`src/rtl/sdr_burst_pkg.sv`:
```
package sdr_burst_pkg;

    // Burst length codes; values match the mode register field the sequencer writes.
    typedef enum logic [2:0] {
        BL_ONE   = 3'd0,
        BL_TWO   = 3'd1,
        BL_FOUR  = 3'd2,
        BL_EIGHT = 3'd3,
        BL_PAGE  = 3'd7
    } burst_len_e;

    typedef enum logic [1:0] {
        KIND_NONE  = 2'd0,
        KIND_READ  = 2'd1,
        KIND_WRITE = 2'd2
    } burst_kind_e;

    localparam int LEN_LOG_W = 2;

    // log2 of the fixed burst length; reserved codes map to one beat.
    function automatic logic [LEN_LOG_W-1:0] bl_log2(input logic [2:0] code);
        case (code)
            3'd1:    return 2'd1;
            3'd2:    return 2'd2;
            3'd3:    return 2'd3;
            default: return 2'd0;
        endcase
    endfunction

endpackage

```
`src/rtl/sdr_burst_colgen.sv`:
```
module sdr_burst_colgen
    import sdr_burst_pkg::*;
#(
    parameter int COL_W = 8
) (
    input  logic [COL_W-1:0]     start_col,
    input  logic [COL_W-1:0]     beat_idx,
    input  logic [LEN_LOG_W-1:0] len_log,
    input  logic                 page_mode,
    input  logic                 interleave,
    output logic [COL_W-1:0]     col
);
    localparam logic [COL_W-1:0] ONE = {{(COL_W-1){1'b0}}, 1'b1};

    logic [COL_W-1:0] grp_mask;
    logic [COL_W-1:0] seq_col;
    logic [COL_W-1:0] xor_col;
    logic [COL_W-1:0] low_bits;

    always_comb begin
        grp_mask = page_mode ? {COL_W{1'b1}} : ((ONE << len_log) - ONE);
        seq_col  = start_col + beat_idx;
        xor_col  = start_col ^ beat_idx;
        low_bits = (interleave && !page_mode) ? xor_col : seq_col;
        col      = (start_col & ~grp_mask) | (low_bits & grp_mask);
    end

endmodule

```
`src/rtl/sdr_burst_ctl.sv`:
```
module sdr_burst_ctl
    import sdr_burst_pkg::*;
#(
    parameter int COL_W  = 8,
    parameter int BANK_W = 2
) (
    input  logic              clk,
    input  logic              rst,
    input  logic [2:0]        cfg_bl,
    input  logic              cfg_il,
    input  logic              cfg_single_wr,
    input  logic              cmd_vld,
    input  logic              cmd_wr,
    input  logic              cmd_ap,
    input  logic [BANK_W-1:0] cmd_bank,
    input  logic [COL_W-1:0]  cmd_col,
    input  logic              stop_cmd,
    input  logic              pre_cmd,
    input  logic              pre_all,
    input  logic [BANK_W-1:0] pre_bank,
    output logic              beat_vld,
    output logic              beat_wr,
    output logic [BANK_W-1:0] beat_bank,
    output logic [COL_W-1:0]  beat_col,
    output logic              ap_start,
    output logic [BANK_W-1:0] ap_bank
);
    localparam logic [COL_W-1:0] ONE = {{(COL_W-1){1'b0}}, 1'b1};

    burst_kind_e            kind_q, kind_d;
    logic [BANK_W-1:0]      bank_q, bank_d;
    logic [COL_W-1:0]       start_q, start_d;
    logic [COL_W-1:0]       cnt_q, cnt_d;
    logic [LEN_LOG_W-1:0]   log_q, log_d;
    logic                   page_q, page_d;
    logic                   il_q, il_d;
    logic                   ap_q, ap_d;
    logic                   aps_q, aps_d;
    logic [BANK_W-1:0]      apb_q, apb_d;

    logic                   pre_hit, cont, last, force_one, new_page, cmd_one;
    logic [LEN_LOG_W-1:0]   new_log;
    logic [COL_W-1:0]       last_cnt;
    logic [COL_W-1:0]       g_start, g_cnt;
    logic [LEN_LOG_W-1:0]   g_log;
    logic                   g_page, g_il;

    always_comb begin
        pre_hit   = pre_cmd && (pre_all || (pre_bank == bank_q));
        cont      = (kind_q != KIND_NONE) && !cmd_vld && !stop_cmd && !pre_hit;
        last_cnt  = (ONE << log_q) - ONE;
        last      = cont && !page_q && (cnt_q == last_cnt);
        force_one = cmd_wr && cfg_single_wr;
        new_page  = (cfg_bl == BL_PAGE) && !force_one;
        new_log   = force_one ? '0 : bl_log2(cfg_bl);
        cmd_one   = !new_page && (new_log == '0);
    end

    always_comb begin
        g_start = cmd_vld ? cmd_col  : start_q;
        g_cnt   = cmd_vld ? '0       : cnt_q;
        g_log   = cmd_vld ? new_log  : log_q;
        g_page  = cmd_vld ? new_page : page_q;
        g_il    = cmd_vld ? cfg_il   : il_q;
    end

    sdr_burst_colgen #(.COL_W(COL_W)) colgen_i (
        .start_col (g_start),
        .beat_idx  (g_cnt),
        .len_log   (g_log),
        .page_mode (g_page),
        .interleave(g_il),
        .col       (beat_col)
    );

    always_comb begin
        beat_vld  = cmd_vld || cont;
        beat_wr   = cmd_vld ? cmd_wr : (cont && (kind_q == KIND_WRITE));
        beat_bank = cmd_vld ? cmd_bank : bank_q;
        ap_start  = aps_q;
        ap_bank   = apb_q;
    end

    always_comb begin
        kind_d  = kind_q;
        bank_d  = bank_q;
        start_d = start_q;
        cnt_d   = cnt_q;
        log_d   = log_q;
        page_d  = page_q;
        il_d    = il_q;
        ap_d    = ap_q;
        aps_d   = 1'b0;
        apb_d   = apb_q;
        if (cmd_vld) begin
            kind_d  = cmd_one ? KIND_NONE : (cmd_wr ? KIND_WRITE : KIND_READ);
            bank_d  = cmd_bank;
            start_d = cmd_col;
            cnt_d   = ONE;
            log_d   = new_log;
            page_d  = new_page;
            il_d    = cfg_il;
            ap_d    = cmd_ap && !new_page;
            aps_d   = cmd_one && cmd_ap;
            apb_d   = cmd_bank;
        end else if (cont) begin
            cnt_d = cnt_q + ONE;
            if (last) begin
                kind_d = KIND_NONE;
                aps_d  = ap_q;
                apb_d  = bank_q;
            end
        end else if (kind_q != KIND_NONE) begin
            kind_d = KIND_NONE;
        end
    end

    always_ff @(posedge clk) begin
        if (rst) begin
            kind_q  <= KIND_NONE;
            bank_q  <= '0;
            start_q <= '0;
            cnt_q   <= '0;
            log_q   <= '0;
            page_q  <= 1'b0;
            il_q    <= 1'b0;
            ap_q    <= 1'b0;
            aps_q   <= 1'b0;
            apb_q   <= '0;
        end else begin
            kind_q  <= kind_d;
            bank_q  <= bank_d;
            start_q <= start_d;
            cnt_q   <= cnt_d;
            log_q   <= log_d;
            page_q  <= page_d;
            il_q    <= il_d;
            ap_q    <= ap_d;
            aps_q   <= aps_d;
            apb_q   <= apb_d;
        end
    end

    // a forced single write leaves no burst running behind it
    assert_single_wr_R9: assert property (@(posedge clk) disable iff (rst)
        (cmd_vld && cmd_wr && cfg_single_wr) |=> (kind_q == KIND_NONE));

    // a stop without a new command ends the running burst
    assert_stop_ends_R11: assert property (@(posedge clk) disable iff (rst)
        (stop_cmd && !cmd_vld) |=> (kind_q == KIND_NONE));

    // a precharge aimed at another bank does not cut the burst
    assert_pre_other_R12: assert property (@(posedge clk) disable iff (rst)
        ((kind_q != KIND_NONE) && pre_cmd && !pre_all && (pre_bank != bank_q)
         && !stop_cmd && !cmd_vld) |-> beat_vld);

    // a page burst never carries a pending auto precharge
    assert_page_no_ap_R5: assert property (@(posedge clk) disable iff (rst)
        (cmd_vld && (cfg_bl == BL_PAGE) && !(cmd_wr && cfg_single_wr)) |=> !ap_q);

endmodule

```
`src/rtl/sdr_rd_pipe.sv`:
```
module sdr_rd_pipe #(
    parameter int COL_W  = 8,
    parameter int DQM_W  = 4,
    parameter int CL_MAX = 3,
    localparam int CLW   = $clog2(CL_MAX + 1)
) (
    input  logic             clk,
    input  logic             rst,
    input  logic [CLW-1:0]   cfg_cl,
    input  logic             rd_beat,
    input  logic             wr_beat,
    input  logic [COL_W-1:0] beat_col,
    input  logic [DQM_W-1:0] beat_mask,
    output logic             rd_capture,
    output logic [COL_W-1:0] rd_col,
    output logic             rd_dqm_vld,
    output logic [DQM_W-1:0] rd_dqm
);
    logic [CL_MAX:1]  vld_q;
    logic [COL_W-1:0] col_q [1:CL_MAX];
    logic [DQM_W-1:0] msk_q [1:CL_MAX];

    logic             v_all [0:CL_MAX];
    logic [COL_W-1:0] c_all [0:CL_MAX];
    logic [DQM_W-1:0] m_all [0:CL_MAX];
    logic [CLW-1:0]   cl_eff;
    logic [CLW-1:0]   dqm_idx;

    always_ff @(posedge clk) begin
        if (rst || wr_beat) begin
            vld_q <= '0;
        end else begin
            vld_q[1] <= rd_beat;
            for (int k = 2; k <= CL_MAX; k++) begin
                vld_q[k] <= vld_q[k-1];
            end
        end
    end

    always_ff @(posedge clk) begin
        col_q[1] <= beat_col;
        msk_q[1] <= beat_mask;
        for (int k = 2; k <= CL_MAX; k++) begin
            col_q[k] <= col_q[k-1];
            msk_q[k] <= msk_q[k-1];
        end
    end

    always_comb begin
        v_all[0] = rd_beat;
        c_all[0] = beat_col;
        m_all[0] = beat_mask;
        for (int k = 1; k <= CL_MAX; k++) begin
            v_all[k] = vld_q[k];
            c_all[k] = col_q[k];
            m_all[k] = msk_q[k];
        end
        if (cfg_cl < CLW'(2))
            cl_eff = CLW'(2);
        else if (cfg_cl > CLW'(CL_MAX))
            cl_eff = CLW'(CL_MAX);
        else
            cl_eff = cfg_cl;
        dqm_idx    = cl_eff - CLW'(2);
        rd_capture = v_all[cl_eff] && !wr_beat;
        rd_col     = c_all[cl_eff];
        rd_dqm_vld = v_all[dqm_idx];
        rd_dqm     = m_all[dqm_idx];
    end

    // after a write beat no read beat remains in flight
    assert_wr_cancel_R13: assert property (@(posedge clk) disable iff (rst)
        wr_beat |=> (vld_q == '0));

endmodule

```
`src/rtl/sdr_burst_sched.sv`:
```
module sdr_burst_sched #(
    parameter int COL_W  = 8,
    parameter int BANK_W = 2,
    parameter int DQM_W  = 4,
    parameter int CL_MAX = 3,
    localparam int CLW   = $clog2(CL_MAX + 1)
) (
    input  logic              clk,
    input  logic              rst,
    input  logic [2:0]        cfg_bl,
    input  logic              cfg_interleave,
    input  logic [CLW-1:0]    cfg_cas_lat,
    input  logic              cfg_single_wr,
    input  logic              col_cmd_vld,
    input  logic              col_cmd_wr,
    input  logic              col_cmd_ap,
    input  logic [BANK_W-1:0] col_cmd_bank,
    input  logic [COL_W-1:0]  col_cmd_col,
    input  logic              stop_cmd,
    input  logic              pre_cmd,
    input  logic              pre_all,
    input  logic [BANK_W-1:0] pre_bank,
    input  logic [DQM_W-1:0]  beat_mask,
    output logic              beat_vld,
    output logic              beat_wr,
    output logic [BANK_W-1:0] beat_bank,
    output logic [COL_W-1:0]  beat_col,
    output logic              dq_oe,
    output logic [DQM_W-1:0]  dqm,
    output logic              rd_capture,
    output logic [COL_W-1:0]  rd_col,
    output logic              ap_start,
    output logic [BANK_W-1:0] ap_bank
);
    logic             wr_beat, rd_beat, rd_dqm_vld;
    logic [DQM_W-1:0] rd_dqm;

    sdr_burst_ctl #(.COL_W(COL_W), .BANK_W(BANK_W)) ctl_i (
        .clk          (clk),
        .rst          (rst),
        .cfg_bl       (cfg_bl),
        .cfg_il       (cfg_interleave),
        .cfg_single_wr(cfg_single_wr),
        .cmd_vld      (col_cmd_vld),
        .cmd_wr       (col_cmd_wr),
        .cmd_ap       (col_cmd_ap),
        .cmd_bank     (col_cmd_bank),
        .cmd_col      (col_cmd_col),
        .stop_cmd     (stop_cmd),
        .pre_cmd      (pre_cmd),
        .pre_all      (pre_all),
        .pre_bank     (pre_bank),
        .beat_vld     (beat_vld),
        .beat_wr      (beat_wr),
        .beat_bank    (beat_bank),
        .beat_col     (beat_col),
        .ap_start     (ap_start),
        .ap_bank      (ap_bank)
    );

    always_comb begin
        wr_beat = beat_vld && beat_wr;
        rd_beat = beat_vld && !beat_wr;
    end

    sdr_rd_pipe #(.COL_W(COL_W), .DQM_W(DQM_W), .CL_MAX(CL_MAX)) pipe_i (
        .clk       (clk),
        .rst       (rst),
        .cfg_cl    (cfg_cas_lat),
        .rd_beat   (rd_beat),
        .wr_beat   (wr_beat),
        .beat_col  (beat_col),
        .beat_mask (beat_mask),
        .rd_capture(rd_capture),
        .rd_col    (rd_col),
        .rd_dqm_vld(rd_dqm_vld),
        .rd_dqm    (rd_dqm)
    );

    always_comb begin
        dq_oe = wr_beat;
        if (wr_beat)
            dqm = beat_mask;
        else if (rd_dqm_vld)
            dqm = rd_dqm;
        else
            dqm = '1;
    end

    // a write command drives the bus with its own column in the same cycle
    assert_wr_first_beat_R6: assert property (@(posedge clk) disable iff (rst)
        (col_cmd_vld && col_cmd_wr) |-> (dq_oe && (beat_col == col_cmd_col)));

endmodule

```
`config.mk`:
```
export PLATFORM = sky130hd
export DESIGN_NAME = sdr_burst_sched
export DESIGN_NICKNAME = d
export VERILOG_FILES = /design/src/rtl/sdr_burst_pkg.sv /design/src/rtl/sdr_burst_colgen.sv /design/src/rtl/sdr_burst_ctl.sv /design/src/rtl/sdr_rd_pipe.sv /design/src/rtl/sdr_burst_sched.sv
export SDC_FILE = /design/constraint.sdc
export NUM_CORES = 1
export LEC_CHECK = 0
export BUFFER_PORTS_ARGS = -buffer_cell sky130_fd_sc_hd__buf_2
export CAP_MARGIN = 20
export CORE_MARGIN = 5
export CORE_UTILIZATION = 31
export DETAILED_ROUTE_END_ITERATION = 8
export GPL_ROUTABILITY_DRIVEN = 0
export SLEW_MARGIN = 20
export SYNTH_ARGS = -nofsm -noshare
export SYNTH_HDL_FRONTEND = slang
export SYNTH_HIERARCHICAL = 1
export SYNTH_SLANG_ARGS = --single-unit
```
`constraint.sdc`:
```
create_clock -name clk -period 3.3 [get_ports clk]
set_input_delay 0.33 -clock clk [delete_from_list [all_inputs] [get_ports clk]]
set_output_delay 0.33 -clock clk [all_outputs]
set_load 0.02 [all_outputs]
```
==> summary.txt <==
HPWL Detailed: 4.90 mm
Worst-Skew Late Latency: 340 ps
CP max stage delay: 420 ps
YS warnings: 6
fin nets: 401
Flop pwr share: 41.0%
Root Driver: clkbuf_8
CP Buf/Inv Count: 2
vias in the first global route: 2248
highest clock rate: 0.328 GHz
internal power: 1.46 mW
max-cap violations: 0
I/O Buffers: 59
Data required, critical path: 2970 ps
Post-Syn Area per Cell: 9.84 um^2
Die W: 107 um
Slew Viols, Final: 0
Worst Tran Pin Value: 463 ps
grt ovf: 0
#FFs+latches synth: 59
core area: 9200 um^2
Final period util: 92.4%
Synth Flop Type: dfxtp_1
Post-synth ARST share: 0%
DIE AREA: 11400 um^2
register area share after synthesis: 40.5%
utilization after layout: 38.9%
endpoint class of the critical path: output port
critical path's most frequent cell: buf_2
DR vias/cell: 4.83
largest net degree at the start of global routing: 24
Synth cell types: 54
CP cell instances: buf_2 -> mux2_2 -> ha_1 -> a2111oi_0 -> a211oi_1 -> o21ai_1 -> mux2i_1 -> xor2_1 -> buf_2
Post-CTS Setup Bufs: 0
Max FO, Critical Path: 11
family with the most delay on the worst path: multiplexers
Remaining DRCs: 0
Hold Violations, Final: 0
gr usage total: 11.9%
Cell Area, Synth: 2910 um^2
initial antenna violation count: 0
crit path to: beat_col[7]
drt wl/cell: 13.5 um
Setup Crit Path Kind: input port to output port
Antenna Cells: 0
wire length of the first global-routing pass: 10.7 mm
CP max stage cell: a2111oi_0
Antenna Nets Post-Route: 0
Post-Route WL: 6.43 mm
clock network power share: 43.9%
setup TNS: 0 ps
crit path launch: col_cmd_vld
Mapped Cells: 296
reg2reg setup slack: 980 ps
Synth-to-Final Area Change: 22.9%
P_sw: 0.455 mW
clk_skew: 10.2 ps
syn nets: 338
clock sinks: 59
Comb pwr share: 15.1%
Worst-path clk slew: 60 ps
setup repair after global routing missed its margin: no
DRT Pass-1 Iters: 4
TritonCTS clock tree: done
LEAKAGE: 1.56 nW
peak supply drop: 0.000203 V
fraction of layout cells with a size suffix above 1: 35.2%
EDFF count, synth: 0
hold path depth: 1
Period minus WS final: 3050 ps
std cell rows: 35
PD cells: 535 nW/um^2
vias: 2296
CTS Buf Count: 9
htree depth: 3
effective utilization at floorplan: 31.7%
path depth of the worst reg2reg path: 9
clk buf depth: 2
status: finished clean
end of the worst register-to-register path: pipe_i/col_q[0][4]
pre-CTS setup slack: 226 ps
crit path DAT: 2720 ps
sw frac: 23.8%
critical path startpoint category: input port
Final Setup Violations: 0
die span in y: 107 um
Critical Path Stages: 9
io pins: 60
cts-stage hold buffer count: 0
reg-to-reg startpoint: ctl_i/cnt_q[0]
post-route setup slack: 250 ps
Post-CTS Resized: 0
detailed router's first-iteration violation count: 110
Hold Crit Class: input port to register
Rel. slew slack: 69.1%
per-layer routing:
layer,track usage (%),part of all wire [%]
met5,0,0
met4,5.75,1.9
met3,3.73,5.7
met2,19.3,48
met1,14.3,44
cell type report:
type / count / area (um^2)
clock inverters: 4 / 95.1
clock buffers: 12 / 165
fillers: 919 / 5620
repair buffers: 63 / 325
inverters: 12 / 45.0
multi-input cells: 214 / 1630
well taps: 111 / 139
flip-flops and latches: 59 / 1180
how the worst min path moves through the flow:
stage / start / to
2_1_floorplan: pipe_i/col_q[0][2] / pipe_i/col_q[0][10]
3_3_place_gp: pipe_i/col_q[0][2] / pipe_i/col_q[0][10]
3_5_place_dp: pipe_i/col_q[0][3] / pipe_i/col_q[0][11]
4_1_cts: beat_mask[2] / pipe_i/msk_q[0][2]
5_1_grt: beat_mask[2] / pipe_i/msk_q[0][2]
6_report: beat_mask[2] / pipe_i/msk_q[0][2]
worst reg2reg max path, cell delays in order, from the launching register on:
cell,delay [ps]
dfxtp_1,520
nor2b_1,210
ha_1,240
inv_1,70
fa_1,440
nor2b_4,140
o21ai_2,60
a21oi_1,170
xor2_1,80
mux2_2,270
layout by cell type, fill, tap and decap left out, types with 5 or more instances in the layout:
cell	count
and2_1	5
buf_2	59
nand2b_1	6
o21ai_0	9
dfxtp_1	59
ha_1	10
inv_1	12
nand2_1	16
clkbuf_8	12
a21oi_1	19
nor2b_1	26
mux2_2	19
nand3_1	10
nor2_1	17
mux2_4	15
xor2_1	5
logic make-up (layout without fill, tap and decap cells):
group | count (synthesis) | in the layout | synth area share [%]
mux | 35 | 35 | 15.4
compound gates | 55 | 55 | 12.9
flops | 59 | 59 | 40.5
buf+inv | 23 | 91 | 3.48
fa+ha+maj | 11 | 11 | 4.98
simple gates | 104 | 104 | 19.9
xor+xnor | 9 | 9 | 2.71
power by group through the flow:
stage	registers, mW	logic [mW]	clock network [mW]
2_1_floorplan	0.797	0.204	0
3_3_place_gp	0.799	0.289	0
3_5_place_dp	0.802	0.293	0
4_1_cts	0.786	0.294	0.865
5_1_grt	0.792	0.318	0.896
6_report	0.785	0.290	0.842
synthesized netlist by cell type (5+ instances only):
cell type  number  area [um^2]
dfxtp_1        59         1180
nor2b_1        26          163
nor2_1         17         63.8
ha_1           10          125
mux2_2         19          214
o21ai_0         9         45.0
clkbuf_1        8         30.0
nand2_1        16         60.1
xor2_1          5         43.8
inv_1          12         45.0
mux2_4         15          225
a21oi_1        19         95.1
nand3_1        10         50.1
nand2b_1        6         37.5
and2_1          5         31.3
through the flow:
stage	std cells	hold slack [ps]	total power, mW	cell area [um^2]
2_1_floorplan	296	310	1.00	2910
3_3_place_gp	459	310	1.09	3320
3_5_place_dp	459	312	1.10	3320
4_1_cts	475	108	1.94	3580
5_1_grt	475	111	2.01	3580
6_report	475	121	1.92	3580
sequential cells by signal, indices dropped and copies added, names as in the netlist:
| register | flops |
|---|---|
| ctl_i/ap_bank | 2 |
| ctl_i/ap_q | 1 |
| ctl_i/ap_start | 1 |
| ctl_i/bank_q | 2 |
| ctl_i/cnt_q | 8 |
| ctl_i/il_q | 1 |
| ctl_i/kind_q | 2 |
| ctl_i/log_q | 2 |
| ctl_i/page_q | 1 |
| ctl_i/start_q | 8 |
| pipe_i/col_q | 24 |
| pipe_i/msk_q | 4 |
| pipe_i/vld_q | 3 |
Note: power is estimated with default switching activity, not from simulation.
